$ cat src/rtl/tcnt_pkg.sv
package tcnt_pkg;

    typedef enum logic [1:0] {
        MODE_IDLE    = 2'd0,
        MODE_TIMER   = 2'd1,
        MODE_COUNTER = 2'd2
    } tc_mode_e;

endpackage

$ cat src/rtl/tcnt_edge_sync.sv
// Synchronises an asynchronous input and flags its high-to-low transitions.
module tcnt_edge_sync #(
    parameter int STAGES = 2
) (
    input  logic clk,
    input  logic rst_n,
    input  logic async_i,
    output logic fall_o
);

    logic [STAGES:0] chain_q;

    assign chain_q[0] = async_i;

    generate
        for (genvar g = 1; g <= STAGES; g++) begin : g_stage
            always_ff @(posedge clk or negedge rst_n) begin
                if (!rst_n) chain_q[g] <= 1'b0;
                else        chain_q[g] <= chain_q[g-1];
            end
        end
    endgenerate

    logic prev_q;

    always_ff @(posedge clk or negedge rst_n) begin
        if (!rst_n) prev_q <= 1'b0;
        else        prev_q <= chain_q[STAGES];
    end

    assign fall_o = prev_q & ~chain_q[STAGES];

endmodule

$ cat src/rtl/tcnt_prescaler.sv
// Divides the machine-cycle strobe by DIV while running.
module tcnt_prescaler #(
    parameter int DIV = 32
) (
    input  logic clk,
    input  logic rst_n,
    input  logic clr_i,
    input  logic run_i,
    input  logic strobe_i,
    output logic tick_o
);

    localparam int PW = (DIV > 1) ? $clog2(DIV) : 1;
    localparam logic [PW-1:0] LAST = PW'(DIV - 1);

    logic [PW-1:0] presc_q;
    logic          at_last;

    assign at_last = (presc_q == LAST);
    assign tick_o  = run_i & strobe_i & at_last & ~clr_i;

    always_ff @(posedge clk or negedge rst_n) begin
        if (!rst_n) begin
            presc_q <= '0;
        end else if (clr_i) begin
            presc_q <= '0;
        end else if (run_i && strobe_i) begin
            presc_q <= at_last ? '0 : presc_q + 1'b1;
        end
    end

endmodule

$ cat src/rtl/tcnt_ctrl.sv
// Run-mode state machine.
module tcnt_ctrl
    import tcnt_pkg::*;
(
    input  logic clk,
    input  logic rst_n,
    input  logic start_tmr_i,
    input  logic start_cnt_i,
    input  logic stop_i,
    output logic tmr_run_o,
    output logic cnt_run_o,
    output logic presc_clr_o
);

    tc_mode_e mode_q, mode_d;

    // State register
    always_ff @(posedge clk or negedge rst_n) begin
        if (!rst_n) mode_q <= MODE_IDLE;
        else        mode_q <= mode_d;
    end

    // Next state: stop > start timer > start counter
    always_comb begin
        mode_d = mode_q;
        unique case (mode_q)
            MODE_IDLE: begin
                if (stop_i)           mode_d = MODE_IDLE;
                else if (start_tmr_i) mode_d = MODE_TIMER;
                else if (start_cnt_i) mode_d = MODE_COUNTER;
            end
            MODE_TIMER: begin
                if (stop_i)           mode_d = MODE_IDLE;
                else if (start_tmr_i) mode_d = MODE_TIMER;
                else if (start_cnt_i) mode_d = MODE_COUNTER;
            end
            MODE_COUNTER: begin
                if (stop_i)           mode_d = MODE_IDLE;
                else if (start_tmr_i) mode_d = MODE_TIMER;
                else if (start_cnt_i) mode_d = MODE_COUNTER;
            end
            default: mode_d = MODE_IDLE;
        endcase
    end

    // Outputs
    always_comb begin
        tmr_run_o   = (mode_q == MODE_TIMER);
        cnt_run_o   = (mode_q == MODE_COUNTER);
        presc_clr_o = start_tmr_i & ~stop_i;
    end

endmodule

$ cat src/rtl/tcnt_flags.sv
// Overflow flag, interrupt enable and pending request.
module tcnt_flags (
    input  logic clk,
    input  logic rst_n,
    input  logic ovf_i,
    input  logic test_i,
    input  logic en_i,
    input  logic dis_i,
    input  logic ack_i,
    output logic flag_o,
    output logic irq_o
);

    logic flag_q, en_q, pend_q;

    always_ff @(posedge clk or negedge rst_n) begin
        if (!rst_n) begin
            flag_q <= 1'b0;
            en_q   <= 1'b0;
            pend_q <= 1'b0;
        end else begin
            // flag: a rollover beats a test in the same cycle
            if (ovf_i)       flag_q <= 1'b1;
            else if (test_i) flag_q <= 1'b0;

            // enable: disable beats enable
            if (dis_i)     en_q <= 1'b0;
            else if (en_i) en_q <= 1'b1;

            // pending: disable clears; a rollover beats an acknowledge
            if (dis_i)              pend_q <= 1'b0;
            else if (ovf_i && en_q) pend_q <= 1'b1;
            else if (ack_i)         pend_q <= 1'b0;
        end
    end

    assign flag_o = flag_q;
    assign irq_o  = pend_q;

endmodule

$ cat src/rtl/tcnt_unit.sv
module tcnt_unit #(
    parameter int CNT_W       = 8,
    parameter int PRESC_DIV   = 32,
    parameter int SYNC_STAGES = 2
) (
    input  logic             clk,
    input  logic             rst_n,
    input  logic             start_tmr_i,
    input  logic             start_cnt_i,
    input  logic             stop_i,
    input  logic             load_i,
    input  logic [CNT_W-1:0] load_data_i,
    input  logic             mcyc_i,
    input  logic             ext_cnt_i,
    input  logic             irq_en_i,
    input  logic             irq_dis_i,
    input  logic             irq_ack_i,
    input  logic             flag_test_i,
    output logic [CNT_W-1:0] count_o,
    output logic             flag_o,
    output logic             irq_o
);

    localparam logic [CNT_W-1:0] CNT_MAX = {CNT_W{1'b1}};

    logic tmr_run, cnt_run, presc_clr;
    logic tmr_tick, ext_fall;
    logic inc, ovf;
    logic [CNT_W-1:0] count_q;

    tcnt_ctrl u_ctrl (
        .clk         (clk),
        .rst_n       (rst_n),
        .start_tmr_i (start_tmr_i),
        .start_cnt_i (start_cnt_i),
        .stop_i      (stop_i),
        .tmr_run_o   (tmr_run),
        .cnt_run_o   (cnt_run),
        .presc_clr_o (presc_clr)
    );

    tcnt_prescaler #(.DIV(PRESC_DIV)) u_presc (
        .clk      (clk),
        .rst_n    (rst_n),
        .clr_i    (presc_clr),
        .run_i    (tmr_run),
        .strobe_i (mcyc_i),
        .tick_o   (tmr_tick)
    );

    tcnt_edge_sync #(.STAGES(SYNC_STAGES)) u_sync (
        .clk     (clk),
        .rst_n   (rst_n),
        .async_i (ext_cnt_i),
        .fall_o  (ext_fall)
    );

    assign inc = tmr_tick | (cnt_run & ext_fall);
    assign ovf = inc & ~load_i & (count_q == CNT_MAX);

    always_ff @(posedge clk or negedge rst_n) begin
        if (!rst_n)      count_q <= '0;
        else if (load_i) count_q <= load_data_i;
        else if (inc)    count_q <= count_q + 1'b1;
    end

    tcnt_flags u_flags (
        .clk    (clk),
        .rst_n  (rst_n),
        .ovf_i  (ovf),
        .test_i (flag_test_i),
        .en_i   (irq_en_i),
        .dis_i  (irq_dis_i),
        .ack_i  (irq_ack_i),
        .flag_o (flag_o),
        .irq_o  (irq_o)
    );

    assign count_o = count_q;

endmodule

$ cat config.mk
export PLATFORM = sky130hd
export DESIGN_NAME = tcnt_unit
export DESIGN_NICKNAME = d
export VERILOG_FILES = /design/src/rtl/tcnt_pkg.sv /design/src/rtl/tcnt_edge_sync.sv /design/src/rtl/tcnt_prescaler.sv /design/src/rtl/tcnt_ctrl.sv /design/src/rtl/tcnt_flags.sv /design/src/rtl/tcnt_unit.sv
export SDC_FILE = /design/constraint.sdc
export NUM_CORES = 1
export LEC_CHECK = 0
export BUFFER_PORTS_ARGS = -buffer_cell sky130_fd_sc_hd__buf_2
export CORE_ASPECT_RATIO = 1.4
export CORE_UTILIZATION = 39
export CTS_CLUSTER_SIZE = 30
export DETAILED_ROUTE_END_ITERATION = 6
export SYNTH_ARGS = -nofsm -noshare
export SYNTH_HDL_FRONTEND = slang
export SYNTH_HIERARCHICAL = 1
export SYNTH_SLANG_ARGS = --single-unit
$ cat constraint.sdc
create_clock -name clk -period 3 [get_ports clk]
set_clock_uncertainty 0.1 [all_clocks]
set_input_delay 0.45 -clock clk [delete_from_list [all_inputs] [get_ports clk]]
set_output_delay 0.45 -clock clk [all_outputs]
set_load 0.005 [all_outputs]
==> results of run 1 <==
==> stage by stage <==
stage | util [%] | hold WS [ns] | instance area [sq um] | setup slack (ns)
after global placement | 47.58 | 0.2422 | 1231 | 0.7837
after floorplan | - | 0.05441 | 1056 | 0.8440
after CTS | 49.13 | 0.1292 | 1271 | 0.6607
after detailed placement | 47.58 | 0.2405 | 1231 | 0.6941
final | 49.13 | 0.1392 | 1271 | 0.6679
after global routing | 49.13 | 0.1067 | 1271 | 0.5076
==> cell families after synthesis <==
kind of cell | share of synthesized area, %
adder cells (fa/ha/maj) | 3.555
XOR/XNOR | 0.8295
AO/OA/AOI/OAI | 15.16
multiplexers | 0.9479
flip-flops | 49.76
AND/OR/NAND/NOR | 26.54
buffers and inverters | 3.199
==> layout make-up <==
type	instances	area, sq um
sequential	21	525.5
clock inverter	1	7.507
clock buffer	3	22.52
inverter	3	11.26
multi-input combinational	79	496.7
tap	36	45.04
fill	288	1316
timing repair buffer	31	162.7
==> power by group <==
group          total [W]  leakage [nW]  internal, W  switching [W]
Combinational  0.0000729         0.313    0.0000355      0.0000374
Clock           0.000138        0.0139    0.0000507      0.0000878
Sequential      0.000320         0.264     0.000300      0.0000197
==> sequential cells by signal, indices dropped and copies added (netlist names) <==
name / flops
count_o: 8
u_ctrl/mode_q: 2
u_flags/en_q: 1
u_flags/flag_o: 1
u_flags/irq_o: 1
u_presc/presc_q: 5
u_sync/chain_q: 2
u_sync/prev_q: 1
==> placed cells by master (no fill, tap or decap), types with 2 or more instances in the layout <==
cell type  count
a21oi_1        7
or4_1          5
nor2_1         8
nand3_1        8
nor2b_1        4
o211ai_1       2
o31ai_1        3
a31oi_1        5
and3_1         2
o21ai_0        5
clkbuf_4       3
o21a_1         2
buf_2         29
nor2b_4        2
inv_1          3
nand2_1       10
dfrtp_1       21
ha_1           3
==> worst paths after layout <==
path / start / end / slack (ns)
max: u_presc/presc_q[0] / count_o[3] / 0.67
min: ext_cnt_i / u_sync/chain_q[1] / 0.14
max reg2reg: u_presc/presc_q[0] / count_o[3] / 0.67
min reg2reg: u_sync/chain_q[1] / u_sync/chain_q[2] / 0.27
max in group asynchronous: rst_n / count_o[5] / 1.96
min in group asynchronous: rst_n / u_presc/presc_q[3] / 0.51
==> routing by layer <==
layer,up-vias,global-route usage (%),share of wire [%]
li1,451,-,-
met4,0,6.618,0.87
met5,-,0,0
met3,2,3.152,3.8
met1,415,20.36,47
met2,16,25.18,48
==> metrics.md, run 1 <==
| Metric | Value |
|---|---|
| Total core area | `around 2600 sq um` |
| Placer congestion estimate | `0.7075` |
| # setup viols final | `0` |
| Post-synth EDFFs | `0` |
| Via density | `about 5.1` |
| Antenna Cells | `0` |
| Cells after synthesis | `between 100 and 150` |
| Cell row count | `22` |
| Avg WL per Cell | `11.24 um` |
| Die Y | `around 64 um` |
| Routed via count | `roughly 900` |
| Crit share post-route | `roughly 78%` |
| IO Count | `30` |
| Layout cells sized above 1 | `just under 30%` |
| HPWL Detailed | `around 1500 um` |
| Detail Route Antenna Nets | `0` |
| Post-synth top area share | `around 50%` |
| Max clock buf depth | `2` |
| Max_cap viols | `0` |
| Crit. End Element | `flip-flop` |
| Fmax | `~430 MHz` |
| CTS clk-pin slew, worst paths | `between 0.1 and 0.15 ns` |
| Die ar. | `between 2000 and 3000 sq um` |
| Grt total ovfl | `0` |
| Placed instance count | `~170` |
| Sink Count | `21` |
| Post-synth top cells | `21 x dfrtp_1, 10 x nand2_1, 8 x nand3_1, 8 x nor2_1, 7 x a21oi_1` |
| First-pass GRT wire length | `3463 um` |
| Drt initial violations | `13` |
| Fin nets | `roughly 160` |
| # resized after CTS | `0` |
| Worst Tran Pin Value | `0.4636 ns` |
| GRT Overall Usage | `between 15 and 20%` |
| Buffer count from post-CTS setup fixing | `0` |
| Leakage | `roughly 0.6 nW` |
| Port Buffers | `29` |
| Clk Latency, worst-skew pair | `approximately 0.3 ns` |
| Cell family with most CP delay | `simple AND/OR/NAND/NOR gates` |
| Area grow syn2layout | `20.38%` |
| Count leader, synth | `dfrtp_1` |
| Hold_buf cts | `1` |
| Crit path largest cell delay | `0.61 ns` |
| Worst path bufs/invs | `1` |
| Total power | `roughly 0.00053 W` |
| Final min period | `2.332 ns` |
| Root Buffer | `clkbuf_4` |
| WP depth | `8` |
| Unique cell type count in the Yosys netlist | `32` |
| Slowest cell on crit path | `or4_2` |
| R2R cell count | `8` |
| Die width | `around 46 um` |
| Vias in the first global route | `approximately 830` |
| Most common cell on crit path | `ha_1` |
| VDD IR-drop max | `roughly 0.28 mV` |
| Final std cells w/o fill | `roughly 170` |
| Routed WL | `between 1500 and 2000 um` |
| Main synth FF type | `dfrtp_1` |
| Drt first pass iters | `3` |
| CTS tree | `yes` |
| RSZ-0062 raised after global routing | `false` |
| Async SR Flop Fraction | `between 90% and 100%` |
| Syn Area/Cell | `~10 sq um` |
| Initial Util | `40.81%` |
| Leading area contributor after synthesis | `dfrtp_1` |
| CTS H-tree depth | `1` |
| PD cells | `approximately 420 nW/um^2` |
| Status | `finished, final reports clean` |
| Worst min-delay path class | `input port to flip-flop` |
| Pins Over Slew Limit | `0` |
| CP Max Fanout | `15` |
| Max-slew headroom | `~69%` |
| #FFs+latches synth | `21` |
| Final hold viol count | `0` |
| Cell Chain, Critical Path | `ha_1 -> and3_1 -> ha_1 -> nor3b_1 -> a21oi_1 -> buf_4 -> or4_2 -> nand3_1` |
| Critical Path Source Type | `flip-flop` |
| Initial antenna violation count | `0` |
| Synth area leaders | `dfrtp_1 50%, nand3_1 3.8%, ha_1 3.6%, nand2_1 3.6%, or4_1 3.6%` |
| Syn Std Cell Area | `~1100 sq um` |
| Hold path depth | `1` |
| Synth Net Count | `roughly 130` |
| Total CTS buffers | `3` |
| CP Data Required Time | `about 3.2 ns` |
| Pin count of the biggest net entering global routing | `22` |
| DRC viols | `0` |
| Worst Path Arrival | `2.48 ns` |
| Sequential area share after synthesis | `about 50%` |
| Crit Path Class | `flip-flop to flip-flop` |
| Setup total negative slack | `0 ns` |
| Synthesis Warnings | `6` |
No activity file was read; power rests on OpenSTA's default activity.
==> inputs of run 2 (changes only) <==
ABC_AREA = 1   (was default)
clock period = 2.3 ns   (was 3 ns; I/O delays follow)
==> metrics.md, run 2 <==
| Metric | Value |
|---|---|
| Status | `finished, final reports clean` |
| First-pass GRT wire length | `3870 um (+12%)` |
| Fin nets | `210 (+30%)` |
| Hold path depth | `1 (unchanged)` |
| Main synth FF type | `dfrtp_1` |
| Leading area contributor after synthesis | `dfrtp_1` |
| Max_cap viols | `0 (unchanged)` |
| Sequential area share after synthesis | `45.41% (-4.4 points)` |
| Total core area | `2849 sq um (+10%)` |
| Critical R2R Launch | `u_presc/presc_q[0]` |
| CTS clk-pin slew, worst paths | `0.07 ns (-0.06 ns)` |
| Drt initial violations | `19 (+6)` |
| WHS | `0.08662 ns (-0.05257 ns)` |
| Count leader, synth | `nand2_1` |
| Critical Path Source Type | `flip-flop` |
| HPWL Detailed | `1884 um (+29%)` |
| PD cells | `559.8 nW/um^2 (+34%)` |
| Antenna Cells | `0 (unchanged)` |
| Placed instance count | `218 (+29%)` |
| Routed WL | `2381 um (+22%)` |
| Fmax | `490.2 MHz (+14%)` |
| Final min period | `2.040 ns (-0.2920 ns)` |
| Max clock buf depth | `2 (unchanged)` |
| Area grow syn2layout | `21.62%` |
| Clk Latency, worst-skew pair | `0.26 ns (-0.04 ns)` |
| Die Y | `66.46 um (+4.5%)` |
| Syn Std Cell Area | `1157 sq um (+9.6%)` |
| Final std cells w/o fill | `223 (+28%)` |
| Crit share post-route | `88.70% (+11 points)` |
| RSZ-0062 raised after global routing | `false` |
| Vias in the first global route | `992 (+20%)` |
| Most frequent cells in the layout | `45 x nand2_1, 29 x buf_2, 23 x inv_1` |
| Worst Hold End | `u_sync/chain_q[1]` |
| Detail Route Antenna Nets | `0 (unchanged)` |
| Post-synth EDFFs | `0 (unchanged)` |
| Unique cell type count in the Yosys netlist | `21 (-34%)` |
| R2R cell count | `11 (+3)` |
| VDD IR-drop max | `0.4064 mV (+45%)` |
| Cells after synthesis | `152 (+43%)` |
| Largest family of logic cells by synthesized area | `simple AND/OR/NAND/NOR gates` |
| Hold path startpoint | `ext_cnt_i` |
| CTS H-tree depth | `1 (unchanged)` |
| CP Data Required Time | `2.39 ns (-0.76 ns)` |
| Post-synthesis mux area share | `0% (-0.95 points)` |
| R2R setup slack | `0.26 ns (-0.41 ns)` |
| #FFs+latches synth | `21 (unchanged)` |
| Synthesis Warnings | `6 (unchanged)` |
| Die ar. | `3193 sq um (+9.2%)` |
| Post-synthesis xor/xnor area fraction | `0% (-0.83 points)` |
| Async SR Flop Fraction | `100.0% (unchanged)` |
| Grt total ovfl | `0 (unchanged)` |
| Port Buffers | `29 (unchanged)` |
| Routed via count | `1056 (+19%)` |
| Setup total negative slack | `0 ns (unchanged)` |
| Crit Path Class | `flip-flop to flip-flop` |
| Most common cell after layout, fill and taps aside | `nand2_1` |
| Placer congestion estimate | `0.7866 (+11%)` |
| Compound-Gate Fraction of Synth Area | `7.892% (-7.3 points)` |
| Worst Path Arrival | `2.13 ns (-0.35 ns)` |
| Worst min-delay path class | `input port to flip-flop` |
| Layout fillers | `283 (-1.7%)` |
| GRT Overall Usage | `17.24% (+1.3 points)` |
| Total power | `0.0007880 W (+48%)` |
| Pins Over Slew Limit | `0 (unchanged)` |
| CP Max Fanout | `5 (-10)` |
| Leakage | `0.7560 nW (+28%)` |
| Largest register FFs | `8 (unchanged)` |
| Sink Count | `21 (unchanged)` |
| Final hold viol count | `0 (unchanged)` |
| Syn Area/Cell | `7.614 sq um (-24%)` |
| Initial antenna violation count | `0 (unchanged)` |
| Crit. End Element | `flip-flop` |
| Worst Tran Pin Value | `0.4736 ns (+0.009941 ns)` |
| Initial Util | `40.62% (-0.19 points)` |
| Avg WL per Cell | `10.68 um (-5.0%)` |
| Total CTS buffers | `3 (unchanged)` |
| Simple-gate share of the synthesized area | `34.92% (+8.4 points)` |
| Root Buffer | `clkbuf_8` |
| Pin count of the biggest net entering global routing | `22 (unchanged)` |
| Die width | `48.04 um (+4.5%)` |
| Max-slew headroom | `68.43% (-0.66 points)` |
| Via density | `4.735 (-6.8%)` |
| R2R Path End | `u_flags/irq_o` |
| Post-synth top area share | `45.41% (-4.4 points)` |
| Synth area leaders | `dfrtp_1 45%, nand2_1 15%, nand3_1 8.2%, inv_1 7.5%, nor2_1 3.6%` |
| Layout cells sized above 1 | `26.88% (-2.8 points)` |
| IO Count | `30 (unchanged)` |
| DRC viols | `0 (unchanged)` |
| Post-synth top cells | `45 x nand2_1, 23 x inv_1, 21 x dfrtp_1` |
| Drt first pass iters | `4 (+1)` |
| # setup viols final | `0 (unchanged)` |
| Synth Area in Adders | `3.243% (-0.31 points)` |
| CTS tree | `yes` |
| Synth Net Count | `175 (+36%)` |
| Cell row count | `23 (+4.5%)` |
==> run 2: cell count changes in the layout (fill, tap and decap cells not counted), moves of 4 or more <==
| cell | change |
|---|---|
| nand2_1 | +35 |
| inv_1 | +20 |
| nand3_1 | +11 |
| a21oi_1 | -7 |
| a31oi_1 | -5 |
| or4_1 | -5 |
| nand2_2 | +4 |
| nor2_2 | +4 |
| nor2b_1 | -4 |
==> run 2: layout make-up <==
type                    instances  area [sq um]  share of cell area [%]
multi-input cells             105         533.0                   37.87
clock inverters                 1         5.005                  0.3556
well taps                      37         46.29                   3.289
flip-flops and latches         21         525.5                   37.33
clock buffers                   3         41.29                   2.933
inverters                      25         93.84                   6.667
repair buffers                 31         162.7                   11.56
==> run 2: routing by layer <==
| metal | vias to the layer above | global-route usage [%] | share of wire (%) |
|---|---|---|---|
| met5 | - | 0 | 0 |
| met4 | 0 | 7.292 | 1.2 |
| met3 | 4 | 2.439 | 2.9 |
| met2 | 22 | 32.09 | 56 |
| met1 | 487 | 17.77 | 40 |
| li1 | 543 | - | - |
==> run 2: worst max-delay path by stage <==
stage                          endpoint  slack [ns]          startpoint  depth (start not counted)
after global placement    u_flags/irq_o        0.34  u_presc/presc_q[0]                         11
after global routing         count_o[2]        0.08  u_presc/presc_q[0]                         11
after CTS                 u_flags/irq_o        0.25  u_presc/presc_q[0]                         11
after detailed placement  u_flags/irq_o        0.27  u_presc/presc_q[0]                         11
after floorplan           u_flags/irq_o        0.35  u_presc/presc_q[0]                         11
final                     u_flags/irq_o        0.26  u_presc/presc_q[0]                         11
==> run 2: cells by family after synthesis <==
family,after synthesis
buf+inv,26
fa+ha+maj,3
flops,21
simple gates,89
compound gates,13
==> run 2: per-stage QoR <==
| step | utilization, % | worst slack [ns] | cell area (sq um) |
|---|---|---|---|
| 4_1_cts | 49.41 | 0.2474 | 1408 |
| 2_1_floorplan | - | 0.3545 | 1157 |
| 3_3_place_gp | 47.43 | 0.3370 | 1351 |
| 3_5_place_dp | 47.43 | 0.2698 | 1351 |
| 5_1_grt | 49.41 | 0.08331 | 1408 |
| 6_report | 49.41 | 0.2599 | 1408 |
==> run 2: repair_timing <==
| item | 4_1_cts | 5_1_grt |
|---|---|---|
| setup endpoints to repair | 0 | 0 |
| hold buffers | 1 | 0 |
| hold endpoints to repair | 21 | 0 |
| gates resized for setup | 0 | 0 |
| setup buffers | 0 | 0 |
==> run 2: worst max-delay path, cell delays in order, from the launching register on <==
cell     delay [ns]
dfrtp_1        0.43
ha_1           0.21
nand2_1        0.08
nor2_1         0.10
ha_1           0.16
inv_1          0.07
nor3_1         0.17
inv_1          0.10
a21oi_4        0.15
nor3b_2        0.19
nand2_1        0.08
a21oi_2        0.12
==> run 2: power breakdown <==
part           switching (W)  total, W  internal [W]
clock               0.000117  0.000237      0.000121
sequential         0.0000302  0.000426      0.000395
combinational      0.0000718  0.000125     0.0000531
total               0.000219  0.000788      0.000569
==> inputs of run 3 (changes only) <==
ABC_AREA = default   (was 1)
CORE_ASPECT_RATIO = default   (was 1.4)
CORE_UTILIZATION = 50   (was 39)
PLACE_DENSITY = 0.77   (was default)
==> metrics.md, run 3 (synthesis results as in run 1) <==
| Metric | Value |
|---|---|
| Drt first pass iters | `4 (unchanged)` |
| Total CTS buffers | `3 (unchanged)` |
| Final hold viol count | `0 (unchanged)` |
| Fmax | `454.7 MHz (-7.2%)` |
| Detail Route met3 WL | `68 um (unchanged)` |
| Wire length on met1 | `1031 um (+7.3%)` |
| Avg WL per Cell | `12.87 um (+21%)` |
| Largest register FFs | `8 (unchanged)` |
| Total core area | `1982 sq um (-30%)` |
| Worst Hold End | `u_sync/chain_q[1]` |
| Vias in the first global route | `837 (-16%)` |
| CP Max Fanout | `7 (+2)` |
| Pin count of the biggest net entering global routing | `22 (unchanged)` |
| Worst Tran Pin Value | `0.4978 ns (+0.02423 ns)` |
| Via density | `5.480 (+16%)` |
| Max-slew headroom | `66.75% (-1.7 points)` |
| IO Count | `30 (unchanged)` |
| Critical R2R Launch | `u_presc/presc_q[1]` |
| HPWL Detailed | `1614 um (-14%)` |
| R2R cell count | `8 (-3)` |
| Initial Util | `53.28% (+13 points)` |
| Most frequent cells in the layout | `30 x buf_2, 21 x dfrtp_1, 10 x nand2_1` |
| Max clock buf depth | `2 (unchanged)` |
| R2R Path End | `count_o[3]` |
| Placer congestion estimate | `0.7631 (-3.0%)` |
| DRC viols | `0 (unchanged)` |
| Wire length on met2 | `1118 um (-15%)` |
| Crit. End Element | `flip-flop` |
| Gate power share | `15.4% (-0.5 points)` |
| R2R setup slack | `0.10 ns (-0.16 ns)` |
| CTS H-tree depth | `1 (unchanged)` |
| Most common cell after layout, fill and taps aside | `buf_2` |
| Crit Path Class | `flip-flop to flip-flop` |
| WHS | `0.03817 ns (-0.04845 ns)` |
| Max_cap viols | `0 (unchanged)` |
| CTS clk-pin slew, worst paths | `0.12 ns (+0.05 ns)` |
| Worst Path Arrival | `2.34 ns (+0.21 ns)` |
| Fin nets | `170 (-19%)` |
| Detail Route Antenna Nets | `0 (unchanged)` |
| Grt total ovfl | `0 (unchanged)` |
| Hold path depth | `1 (unchanged)` |
| Root Buffer | `clkbuf_4` |
| VDD IR-drop max | `0.4410 mV (+8.5%)` |
| Worst min-delay path class | `input port to flip-flop` |
| Status | `finished, final reports clean` |
| Layout cells sized above 1 | `35.62% (+8.7 points)` |
| Net Sw Frac | `27.27% (-0.52 points)` |
| Int Power | `0.0005100 W (-10%)` |
| Die ar. | `2300 sq um (-28%)` |
| Sw power | `0.0001912 W (-13%)` |
| Top Layer Used | `met4` |
| Area grow syn2layout | `25.47%` |
| Pins Over Slew Limit | `0 (unchanged)` |
| PD cells | `529.3 nW/um^2 (-5.5%)` |
| Sink Count | `21 (unchanged)` |
| Critical Path Source Type | `flip-flop` |
| Port Buffers | `29 (unchanged)` |
| Clock Power Share | `25.0% (-5.1 points)` |
| CP Data Required Time | `2.44 ns (+0.05 ns)` |
| Die width | `47.96 um (-0.18%)` |
| Cell row count | `16 (-30%)` |
| Antenna Cells | `0 (unchanged)` |
| Leakage | `0.6291 nW (-17%)` |
| Final min period | `2.199 ns (+0.1593 ns)` |
| Initial antenna violation count | `0 (unchanged)` |
| First-pass GRT wire length | `3305 um (-15%)` |
| Clk Latency, worst-skew pair | `0.30 ns (+0.04 ns)` |
| CTS tree | `yes` |
| # setup viols final | `0 (unchanged)` |
| Hold path startpoint | `ext_cnt_i` |
| Drt initial violations | `16 (-3)` |
| Flop pwr share | `59.6% (+5.6 points)` |
| GRT Overall Usage | `20.63% (+3.4 points)` |
| Total power | `0.0007013 W (-11%)` |
| Routed WL | `2227 um (-6.5%)` |
| Die Y | `47.96 um (-28%)` |
| Routed via count | `948 (-10%)` |
| Crit share post-route | `95.62% (+6.9 points)` |
run 3: changes by cell type in the layout (fill, tap and decap cells not counted), sizes merged, moves of 3 or more:
cell / delta
nor2: -8
a31oi: +5
o31ai: +3
nand2: -39
or4: +6
nand3: -11
o21ai: -3
a21oi: +6
buf: +8
inv: -22
nor2b: +6
run 3: critical path, cell delays in order, from the launching register on:
cell     delay (ns)
dfrtp_1        0.40
ha_2           0.20
and3_1         0.17
ha_1           0.16
nor3b_2        0.18
a21oi_1        0.08
buf_4          0.16
or4_2          0.60
nand3_1        0.10
run 3: power by group through the flow:
| stage | Clock (W) | Combinational [W] | Sequential, W |
|---|---|---|---|
| 2_1_floorplan | 0 | 0.0000492 | 0.000421 |
| 3_3_place_gp | 0 | 0.0000918 | 0.000423 |
| 3_5_place_dp | 0 | 0.0000954 | 0.000426 |
| 4_1_cts | 0.000183 | 0.000102 | 0.000417 |
| 5_1_grt | 0.000196 | 0.000123 | 0.000421 |
| 6_report | 0.000176 | 0.000108 | 0.000418 |
run 3: area by class of cell:
type	count	area [sq um]
Tap cell	27	33.78
Sequential cell	21	525.5
Multi-Input combinational cell	79	506.7
Inverter	3	11.26
Clock inverter	1	5.005
Timing Repair Buffer	39	220.2
Clock buffer	3	22.52
Fill cell	158	656.9
run 3: layer usage:
| metal | global-route usage [%] | vias up |
|---|---|---|
| met5 | 0 | - |
| met4 | 6.667 | 0 |
| met3 | 3.396 | 2 |
| met2 | 38.65 | 18 |
| met1 | 23.57 | 462 |
| li1 | - | 466 |
run 3: repair_timing:
item                       4_1_cts  5_1_grt
resized for setup                0        5
pin swaps                        0        1
cloned                           0        1
hold endpoints to repair        21        0
setup endpoints to repair        1        6
hold buffers                     1        0
setup buffers                    1        5
run 3: worst max-delay path by stage:
stage	startpoint	slack, ns	depth (start not counted)	endpoint
final	u_presc/presc_q[1]	0.10	8	count_o[3]
after global routing	u_presc/presc_q[1]	-0.01	8	count_o[3]
after CTS	u_presc/presc_q[1]	0.002	8	count_o[3]
after detailed placement	u_presc/presc_q[0]	0.03	8	count_o[3]
after global placement	u_presc/presc_q[0]	0.16	8	count_o[3]
after floorplan	u_presc/presc_q[0]	0.14	9	u_flags/flag_o
run 3: per-stage QoR:
step | util (%) | cells | setup slack [ns] | setup TNS, ns | cell area [sq um]
finish | 66.86 | 173 | 0.1007 | 0 | 1325
global route | 66.86 | 173 | -0.01490 | -0.01490 | 1325
global placement | 61.93 | 161 | 0.1554 | 0 | 1227
detailed placement | 61.93 | 161 | 0.02657 | 0 | 1227
CTS | 64.20 | 167 | 0.001924 | 0 | 1272
floorplan | - | 106 | 0.1440 | 0 | 1056
